$ cat config.mk
export PLATFORM = sky130hd
export DESIGN_NAME = ata_pio_engine
export DESIGN_NICKNAME = d
export VERILOG_FILES = /design/src/rtl/ata_pio_pkg.sv /design/src/rtl/ata_pio_sync.sv /design/src/rtl/ata_pio_cnt.sv /design/src/rtl/ata_pio_wdog.sv /design/src/rtl/ata_pio_engine.sv
export SDC_FILE = /design/constraint.sdc
export NUM_CORES = 1
export LEC_CHECK = 0
export ABC_AREA = 1
export BUFFER_PORTS_ARGS = -buffer_cell sky130_fd_sc_hd__buf_2
export CORE_UTILIZATION = 49
export DETAILED_ROUTE_END_ITERATION = 16
export PLACE_DENSITY = 0.85
export SYNTH_ARGS = -nofsm -noshare
export SYNTH_HDL_FRONTEND = slang
export SYNTH_SLANG_ARGS = --single-unit
$ cat constraint.sdc
create_clock -name clk_i -period 2.5 [get_ports clk_i]
set_clock_uncertainty 0.1 [all_clocks]
set_input_delay 0.25 -clock clk_i [delete_from_list [all_inputs] [get_ports clk_i]]
set_output_delay 0.25 -clock clk_i [all_outputs]
set_load 0.01 [all_outputs]
$ cat src/rtl/ata_pio_pkg.sv
package ata_pio_pkg;
  localparam int unsigned DW = 16;
  localparam int unsigned AW = 3;

  typedef enum logic [2:0] {
    ST_IDLE, ST_SETUP, ST_ACTIVE, ST_HOLD, ST_RECOV
  } pio_state_e;

  typedef struct packed {
    logic          ctl;
    logic          wr;
    logic [AW-1:0] addr;
    logic [DW-1:0] data;
  } pio_req_t;
endpackage

$ cat src/rtl/ata_pio_sync.sv
module ata_pio_sync #(
  parameter int unsigned STAGES  = 2,
  parameter logic        RST_VAL = 1'b1
) (
  input  logic clk_i,
  input  logic rst_ni,
  input  logic d_i,
  output logic q_o
);
  logic [STAGES-1:0] sh_q;

  generate
    if (STAGES == 1) begin : g_one
      always_ff @(posedge clk_i or negedge rst_ni)
        if (!rst_ni) sh_q <= RST_VAL;
        else         sh_q <= d_i;
    end else begin : g_many
      always_ff @(posedge clk_i or negedge rst_ni)
        if (!rst_ni) sh_q <= {STAGES{RST_VAL}};
        else         sh_q <= {sh_q[STAGES-2:0], d_i};
    end
  endgenerate

  assign q_o = sh_q[STAGES-1];
endmodule

$ cat src/rtl/ata_pio_cnt.sv
// Phase timer: loaded on phase entry, phase ends when it reaches 1 (0 and 1 both mean one cycle)
module ata_pio_cnt #(
  parameter int unsigned W = 6
) (
  input  logic         clk_i,
  input  logic         rst_ni,
  input  logic         load_i,
  input  logic [W-1:0] val_i,
  output logic         done_o
);
  logic [W-1:0] cnt_q;

  always_ff @(posedge clk_i or negedge rst_ni) begin
    if (!rst_ni)                cnt_q <= '0;
    else if (load_i)            cnt_q <= val_i;
    else if (cnt_q > W'(1))     cnt_q <= cnt_q - W'(1);
  end

  assign done_o = (cnt_q <= W'(1));
endmodule

$ cat src/rtl/ata_pio_wdog.sv
module ata_pio_wdog #(
  parameter int unsigned W = 8
) (
  input  logic         clk_i,
  input  logic         rst_ni,
  input  logic         clr_i,
  input  logic         inc_i,
  input  logic [W-1:0] limit_i,
  output logic         expired_o
);
  logic [W-1:0] cnt_q;

  assign expired_o = inc_i && (cnt_q == limit_i);

  always_ff @(posedge clk_i or negedge rst_ni) begin
    if (!rst_ni)                  cnt_q <= '0;
    else if (clr_i)               cnt_q <= '0;
    else if (inc_i && !expired_o) cnt_q <= cnt_q + W'(1);
  end
endmodule

$ cat src/rtl/ata_pio_engine.sv
module ata_pio_engine
  import ata_pio_pkg::*;
#(
  parameter int unsigned CNT_W = 6,
  parameter int unsigned TO_W  = 8
) (
  input  logic             clk_i,
  input  logic             rst_ni,
  input  logic             req_i,
  input  logic             req_ctl_i,
  input  logic [AW-1:0]    req_addr_i,
  input  logic             req_wr_i,
  input  logic [DW-1:0]    req_wdata_i,
  input  logic [CNT_W-1:0] cfg_setup_i,
  input  logic [CNT_W-1:0] cfg_active_i,
  input  logic [CNT_W-1:0] cfg_recov_i,
  input  logic [TO_W-1:0]  cfg_timeout_i,
  output logic             busy_o,
  output logic             done_o,
  output logic             err_o,
  output logic [DW-1:0]    rdata_o,
  output logic             cs_cmd_no,
  output logic             cs_ctl_no,
  output logic [AW-1:0]    da_o,
  output logic             dior_no,
  output logic             diow_no,
  output logic [DW-1:0]    dd_o,
  output logic             dd_oe_o,
  input  logic [DW-1:0]    dd_i,
  input  logic             iordy_i
);
  pio_state_e       state_q, state_d;
  pio_req_t         req_q;
  logic [DW-1:0]    rdata_q;
  logic             err_q;
  logic             rdy_s, phase_done, expired;
  logic             cnt_load;
  logic [CNT_W-1:0] cnt_val;
  logic             stretch, strobe_end, cs_act;

  ata_pio_sync #(.STAGES(2), .RST_VAL(1'b1)) u_rdy_sync (
    .clk_i(clk_i), .rst_ni(rst_ni), .d_i(iordy_i), .q_o(rdy_s)
  );

  ata_pio_cnt #(.W(CNT_W)) u_phase (
    .clk_i(clk_i), .rst_ni(rst_ni), .load_i(cnt_load), .val_i(cnt_val),
    .done_o(phase_done)
  );

  assign stretch = (state_q == ST_ACTIVE) && phase_done && !rdy_s;

  ata_pio_wdog #(.W(TO_W)) u_wdog (
    .clk_i(clk_i), .rst_ni(rst_ni), .clr_i(state_q != ST_ACTIVE),
    .inc_i(stretch), .limit_i(cfg_timeout_i), .expired_o(expired)
  );

  assign strobe_end = (state_q == ST_ACTIVE) && phase_done && (rdy_s || expired);

  always_comb begin
    state_d = state_q;
    unique case (state_q)
      ST_IDLE:   if (req_i) state_d = ST_SETUP;
      ST_SETUP:  if (phase_done) state_d = ST_ACTIVE;
      ST_ACTIVE: if (strobe_end) state_d = ST_HOLD;
      ST_HOLD:   state_d = (cfg_recov_i == '0) ? ST_IDLE : ST_RECOV;
      ST_RECOV:  if (phase_done) state_d = ST_IDLE;
      default:   state_d = ST_IDLE;
    endcase
  end

  // reload the phase timer on every state change
  assign cnt_load = (state_d != state_q);
  always_comb begin
    unique case (state_d)
      ST_SETUP:  cnt_val = cfg_setup_i;
      ST_ACTIVE: cnt_val = cfg_active_i;
      ST_RECOV:  cnt_val = cfg_recov_i;
      default:   cnt_val = '0;
    endcase
  end

  always_ff @(posedge clk_i or negedge rst_ni) begin
    if (!rst_ni) begin
      state_q <= ST_IDLE;
      req_q   <= '0;
      rdata_q <= '0;
      err_q   <= 1'b0;
    end else begin
      state_q <= state_d;
      if (state_q == ST_IDLE && req_i) begin
        req_q <= '{ctl: req_ctl_i, wr: req_wr_i, addr: req_addr_i, data: req_wdata_i};
        err_q <= 1'b0;
      end
      if (strobe_end) begin
        err_q <= expired;
        // capture on the deasserting edge of the read strobe
        if (!req_q.wr && !expired) rdata_q <= dd_i;
      end
    end
  end

  assign cs_act    = (state_q == ST_SETUP) || (state_q == ST_ACTIVE) || (state_q == ST_HOLD);
  assign cs_cmd_no = !(cs_act && !req_q.ctl);
  assign cs_ctl_no = !(cs_act &&  req_q.ctl);
  assign da_o      = req_q.addr;
  assign dior_no   = !(state_q == ST_ACTIVE && !req_q.wr);
  assign diow_no   = !(state_q == ST_ACTIVE &&  req_q.wr);
  assign dd_o      = req_q.data;
  assign dd_oe_o   = cs_act && req_q.wr;
  assign busy_o    = (state_q != ST_IDLE);
  assign done_o    = (state_q == ST_HOLD);
  assign err_o     = (state_q == ST_HOLD) && err_q;
  assign rdata_o   = rdata_q;
endmodule

; ---- Word-level counts from Yosys, hierarchy flattened
; Cells that the tools add are included.
[totals]
register_bits = 57
latch_bits = 0
ram_bits = 0
rom_bits = 0
in_bits = 67
output_inout_bits = 43
elab_cells = 68
n_memories = 0
[classes]
add_sub_neg = 2
mul = 0
div = 0
order_cmp = 2
eq_ne = 10
shifts = 0
n_mux = 13
bitwise_logic = 0
reduce_logical = 31
[ops]
columns = operator, n
row1 = $pmux 6 s3, 1
row2 = $mux 8, 2
row3 = $mux 3, 5
row4 = $pmux 3 s5, 1
row5 = $logic_and 1x1->1, 13
row6 = $mux 6, 2
row7 = $eq 3x2->1 const B, 3
row8 = $add 8x1->8 const B, 1
row9 = $eq 8x8->1, 1
row10 = $logic_not 1->1, 8
row11 = $eq 3x1->1 const B, 2
row12 = $eq 3x3->1 const B, 2
row13 = $gt 6x1->1 const B, 1
row14 = $le 6x1->1 const B, 1
row15 = $logic_not 6->1, 1
row16 = $reduce_bool 2->1, 3
row17 = $sub 6x1->6 const B, 1
row18 = $logic_not 3->1, 1
row19 = $logic_or 1x1->1, 3
row20 = $ne 3x2->1 const B, 1
row21 = $ne 3x3->1, 1
row22 = $reduce_bool 3->1, 1
row23 = $mux 1, 2
row24 = $reduce_and 2->1, 1

; ---- Longest topological paths before layout
[logic_depth]
word_depth = 11
mapped_depth = 13
depth_no_buf = 13

; ---- Modules after synthesis
; A second synthesis with hierarchy kept.
[unflattened]
hier_cells = 372
area_unflattened_um2 = 3185.6
[modules_own_cells]
columns = mod, n_inst, cells_per_inst, area_per_inst_um2, seq_area_each_um2
row1 = ata_pio_engine, 1, 210, 2049.5, 1026.0
row2 = ata_pio_wdog, 1, 103, 688.2, 200.2
row3 = ata_pio_cnt, 1, 57, 395.4, 150.1
row4 = ata_pio_sync, 1, 2, 52.6, 52.6

; ---- Worst setup path after synthesis
; OpenSTA, ideal clock, no wires.
[synth_timing]
kind = flip-flop to flip-flop
from = register u_phase.cnt_q[0]
to = register u_phase.cnt_q[1]
setup_time_ns = 0.124
arrival_time_ns = 1.774
path_slack_ns = 0.502
path_stages_with_launch = 13
synth_period_minus_slack_ns = 1.998
path_cell_list = dfrtp_1 inv_1 ha_1 nor2_1 nor2_1 nand3_2 inv_2 nand2_1 o21ai_0 a31oi_2 nand3_1 nor2_1 a21oi_1
[synth_between]
elab_chain_len = 11
word_cells_on_any_way = 20
[synth_rtl]
columns = item, line_no
row1 = "start, declared", ata_pio_cnt.sv:11  ; logic [W-1:0] cnt_q;
row2 = "start signal, assigned", ata_pio_cnt.sv:15  ; else if (load_i) cnt_q <= val_i;
row3 = "start signal, assigned", ata_pio_cnt.sv:16  ; else if (cnt_q > W'(1)) cnt_q <= cnt_q - W'(1);
row4 = $le 6x1->1, ata_pio_cnt.sv:19  ; assign done_o = (cnt_q <= W'(1));
row5 = $logic_and 1x1->1, "ata_pio_engine.sv:50, ata_pio_engine.sv:57"
row6 = $logic_and 1x1->1, ata_pio_engine.sv:50  ; assign stretch = (state_q == ST_ACTIVE) && phase_done && !rdy_s;
row7 = $logic_and 1x1->1, ata_pio_wdog.sv:13  ; assign expired_o = inc_i && (cnt_q == limit_i);
row8 = $logic_or 1x1->1, ata_pio_engine.sv:57  ; assign strobe_end = (state_q == ST_ACTIVE) && phase_done && (rdy_s || expired);
row9 = $logic_and 1x1->1, ata_pio_engine.sv:57
row10 = $mux 3, ata_pio_engine.sv:64  ; ST_ACTIVE: if (strobe_end) state_d = ST_HOLD;
row11 = $pmux 3 s5, ata_pio_engine.sv:61  ; unique case (state_q)
row12 = "$eq 3x3->1, or another cell as far along", ata_pio_engine.sv:74  ; unique case (state_d)
row13 = $pmux 6 s3, ata_pio_engine.sv:74
row14 = $mux 6, ata_pio_cnt.sv:15
; Several ways; a longest one is shown, not always the timed one. The select of a mux whose other input is x is not followed.
; A chain may end at the register's enable or synchronous reset.

; ---- Worst setup path after layout
[layout_timing]
from = register u_phase.cnt_q[0]
to = register u_phase.cnt_q[0]
; Same word-level chain as after synthesis.

==> run summary <==
The clock tree from TritonCTS is done. The count of final hold-check violations is 0. The count of buffers inserted at the top-level ports came out at approximately 110. The routability congestion estimate from global placement came out at approximately 0.94. STA classifies the critical path endpoint as a flip-flop. The final critical-path share of the clock period came out at 0.942. The length of the first detailed-routing pass in iterations is 5.

For this block, the via count after detailed routing is ~2,600. At the worst endpoint, the required time is 2.60 ns. The CTS buffer count came out at 9. The cts-stage hold buffer count is 2.

The measured slew at the worst slew-check pin is 0.717 ns. The TritonCTS sink count came out at 57. The accumulated negative setup slack came out at 0 ns.

The worst hold path class is in -> reg. For this run the aggregate overflow at the end of global routing stands at 0. The biggest fanout along the worst timing path is 8. STA classifies the critical path startpoint as a flip-flop. The run finished with clean final reports.

The number of antenna violations at the first check in global routing is 0. For the worst-skew pair, the clock arrives at the later sink with an insertion delay of about 0.32 ns. The number of diodes came out at 0. The post-detailed-route count of antenna-violating nets is 0. Setup repair after global routing left no endpoint under its margin. The count of pins on the block boundary came out at 110. The effective utilization at floorplan is 0.523. The cell area that synthesis handed to floorplanning was 2950 sq um.

The worst setup path is of the reg -> reg kind. The number of register bits inferred by synthesis came out at 57. The per-cell via count in the routed design is 5.10. The sequential area share after synthesis is 0.485. The signed area change from the synthesized netlist to the final layout came out at 22.5%.

The library cell used most frequently in the layout, excluding fill and tap cells, is sky130_fd_sc_hd__buf_2. The via count of the first global-routing pass came out at approximately 2,500. The per-cell routed wire length is 12.9 um. The maximum number of pins on one net before global-route repair came out at between 50 and 60. The data arrival time at the worst-slack endpoint is roughly 2.5 ns. The site row count came out at 27. After detailed routing, the total wire length is around 6600 um. Counting I/O delays and the setup requirement, the final critical path takes between 2 and 2.5 ns. The number of nets in the layout came out at approximately 500. The total DRC errors in the routed layout is 0.

The top cell types in the final layout, fill and taps aside, are 109 x sky130_fd_sc_hd__buf_2, 108 x sky130_fd_sc_hd__nand2_1, 55 x sky130_fd_sc_hd__dfrtp_1. The tool flagged a number of max-cap violations equal to 0. The horizontal die dimension came out at slightly below 80 um. The number of nets produced by synthesis is 404.

Yosys printed 0 warnings. The power density of the placed cells came out at about 1100 nW/um^2. The maximum clock insertion buffer count is 2. The global-route total usage across every layer is 0.227. In this run, distinct cell masters in the synthesized netlist total 37. The total chip power came out at 0.00404 W. The number of setup buffers added after CTS is 0. The fraction of final layout cells sized beyond drive strength 1 is 0.339.

The core outline area came out at 5640 sq um. The instance count of the mapped netlist is around 330. Setup violations remaining at the end of the flow were counted as 0. The count of H-tree levels built during CTS is 3. The buffer type at the clock tree root is sky130_fd_sc_hd__clkbuf_8. The number of slew-limit violations in the final report came out at 0. The global-route wire length before repair came out at 11,000 um. Clock-pin slew was measured on the worst setup and hold paths at 0.06 ns. The mean cell area of the mapped netlist is between 8 and 9 sq um. The post-cts sizing count came out at 0.

The floorplan step defined a die boundary enclosing ~6300 sq um. The post-detailed-placement half-perimeter wirelength came out at 4870 um. The maximum frequency from static timing analysis is ~420 MHz. Summed over all cells, the static leakage comes to roughly 1.9 nW. The post-route worst hold slack came out at around 0.018 ns.

The largest voltage drop on the vdd net is approximately 0.65 mV. The relative slew slack came out at 0.522. The initial detailed-routing violation count is about 260. The vertical extent of the die is 79.6 um.
-- layout make-up --
cell class | instances | area, sq um
Fill cell | 461 | 2030
Clock inverter | 3 | 17.5
Sequential cell | 57 | 1430
Clock buffer | 13 | 149
Timing Repair Buffer | 114 | 588
Multi-Input combinational cell | 223 | 1230
Inverter | 29 | 109
Tap cell | 72 | 90.1
-- critical path: stages, from the launching register on --
cell and delay [ns]:
sky130_fd_sc_hd__dfrtp_1 0.40, sky130_fd_sc_hd__inv_1 0.10, sky130_fd_sc_hd__ha_1 0.26, sky130_fd_sc_hd__nor2_1 0.12
sky130_fd_sc_hd__nor2_1 0.06, sky130_fd_sc_hd__nand3_2 0.14, sky130_fd_sc_hd__inv_2 0.07, sky130_fd_sc_hd__nand2_1 0.08
sky130_fd_sc_hd__o21ai_0 0.12, sky130_fd_sc_hd__a31oi_2 0.39, sky130_fd_sc_hd__nand3_1 0.21, sky130_fd_sc_hd__nor2_1 0.13
sky130_fd_sc_hd__a21oi_1 0.06
-- synthesized netlist by cell type (all sizes together) --
master	number	area (sq um)
dfrtp	55	1380
clkinv	1	3.75
clkbuf	3	11.3
a211oi	2	15.0
o21ai	10	53.8
xor2	2	17.5
a22o	1	8.76
dfstp	2	52.6
nand2	110	418
a21oi	11	55.1
xnor2	5	43.8
o211ai	2	15.0
mux2	16	180
o31ai	1	7.51
and2	1	6.26
ha	3	37.5
nor2	17	87.6
nand4	10	62.6
nor3b	1	7.51
nand3	25	160
a31oi	1	12.5
nor3	5	41.3
buf	22	169
inv	28	105
-- per-layer routing --
layer,track usage,share of wire
met1,0.280,0.41
met2,0.373,0.51
met3,0.0560,0.069
met4,0.107,0.020
met5,0,0
-- registers in the layout (all words and copies together) (netlist names) --
register / cells
req_q: 2
err_q: 1
da_o: 3
rdata_o: 16
u_rdy_sync.sh_q: 2
u_phase.cnt_q: 6
u_wdog.cnt_q: 8
state_q: 3
dd_o: 16
-- path summary, 6_finish.rpt --
check,to,slack (ns),cells after the start,startpoint
worst max-delay path,u_phase.cnt_q[0]$_DFFE_PN0P_,0.15,12,u_phase.cnt_q[0]$_DFFE_PN0P_
worst max register to register,u_phase.cnt_q[0]$_DFFE_PN0P_,0.15,12,u_phase.cnt_q[0]$_DFFE_PN0P_
min in group asynchronous,da_o[1]$_DFFE_PN0P_,0.48,3,rst_ni
worst min-delay path,dd_o[7]$_DFFE_PN0P_,0.02,3,req_wdata_i[7]
max in group asynchronous,state_q[0]$_DFF_PN0_,1.32,3,rst_ni
worst min register to register,u_rdy_sync.sh_q[1]$_DFF_PN1_,0.25,0,u_rdy_sync.sh_q[0]$_DFF_PN1_
-- stage by stage --
stage / utilization / cells / worst slack [ns] / area (sq um)
after floorplan: - / 334 / 0.502 / 2950
after global placement: 0.607 / 493 / 0.377 / 3430
after detailed placement: 0.607 / 493 / 0.208 / 3430
after CTS: 0.640 / 511 / 0.182 / 3610
after global routing: 0.640 / 511 / 0.00469 / 3610
final: 0.640 / 511 / 0.145 / 3610
-- cells by family (layout without fill, tap and decap cells) --
logic type | count (synthesis) | count (layout) | share of synthesized area
adder cells (fa/ha/maj) | 3 | 3 | 0.0127
buffers and inverters | 54 | 159 | 0.0980
flip-flops | 57 | 57 | 0.485
XOR/XNOR | 7 | 7 | 0.0208
multiplexers | 16 | 16 | 0.0611
AO/OA/AOI/OAI | 28 | 28 | 0.0569
AND/OR/NAND/NOR | 169 | 169 | 0.266
-- power by group --
group / internal, W / switching [W] / total [W] / leakage [nW]
sequential: 0.00128 / 0.000216 / 0.00149 / 0.708
combinational: 0.000696 / 0.00113 / 0.00182 / 1.12
clock: 0.000384 / 0.000345 / 0.000730 / 0.0834
Note: power is estimated with default switching activity, not from simulation.
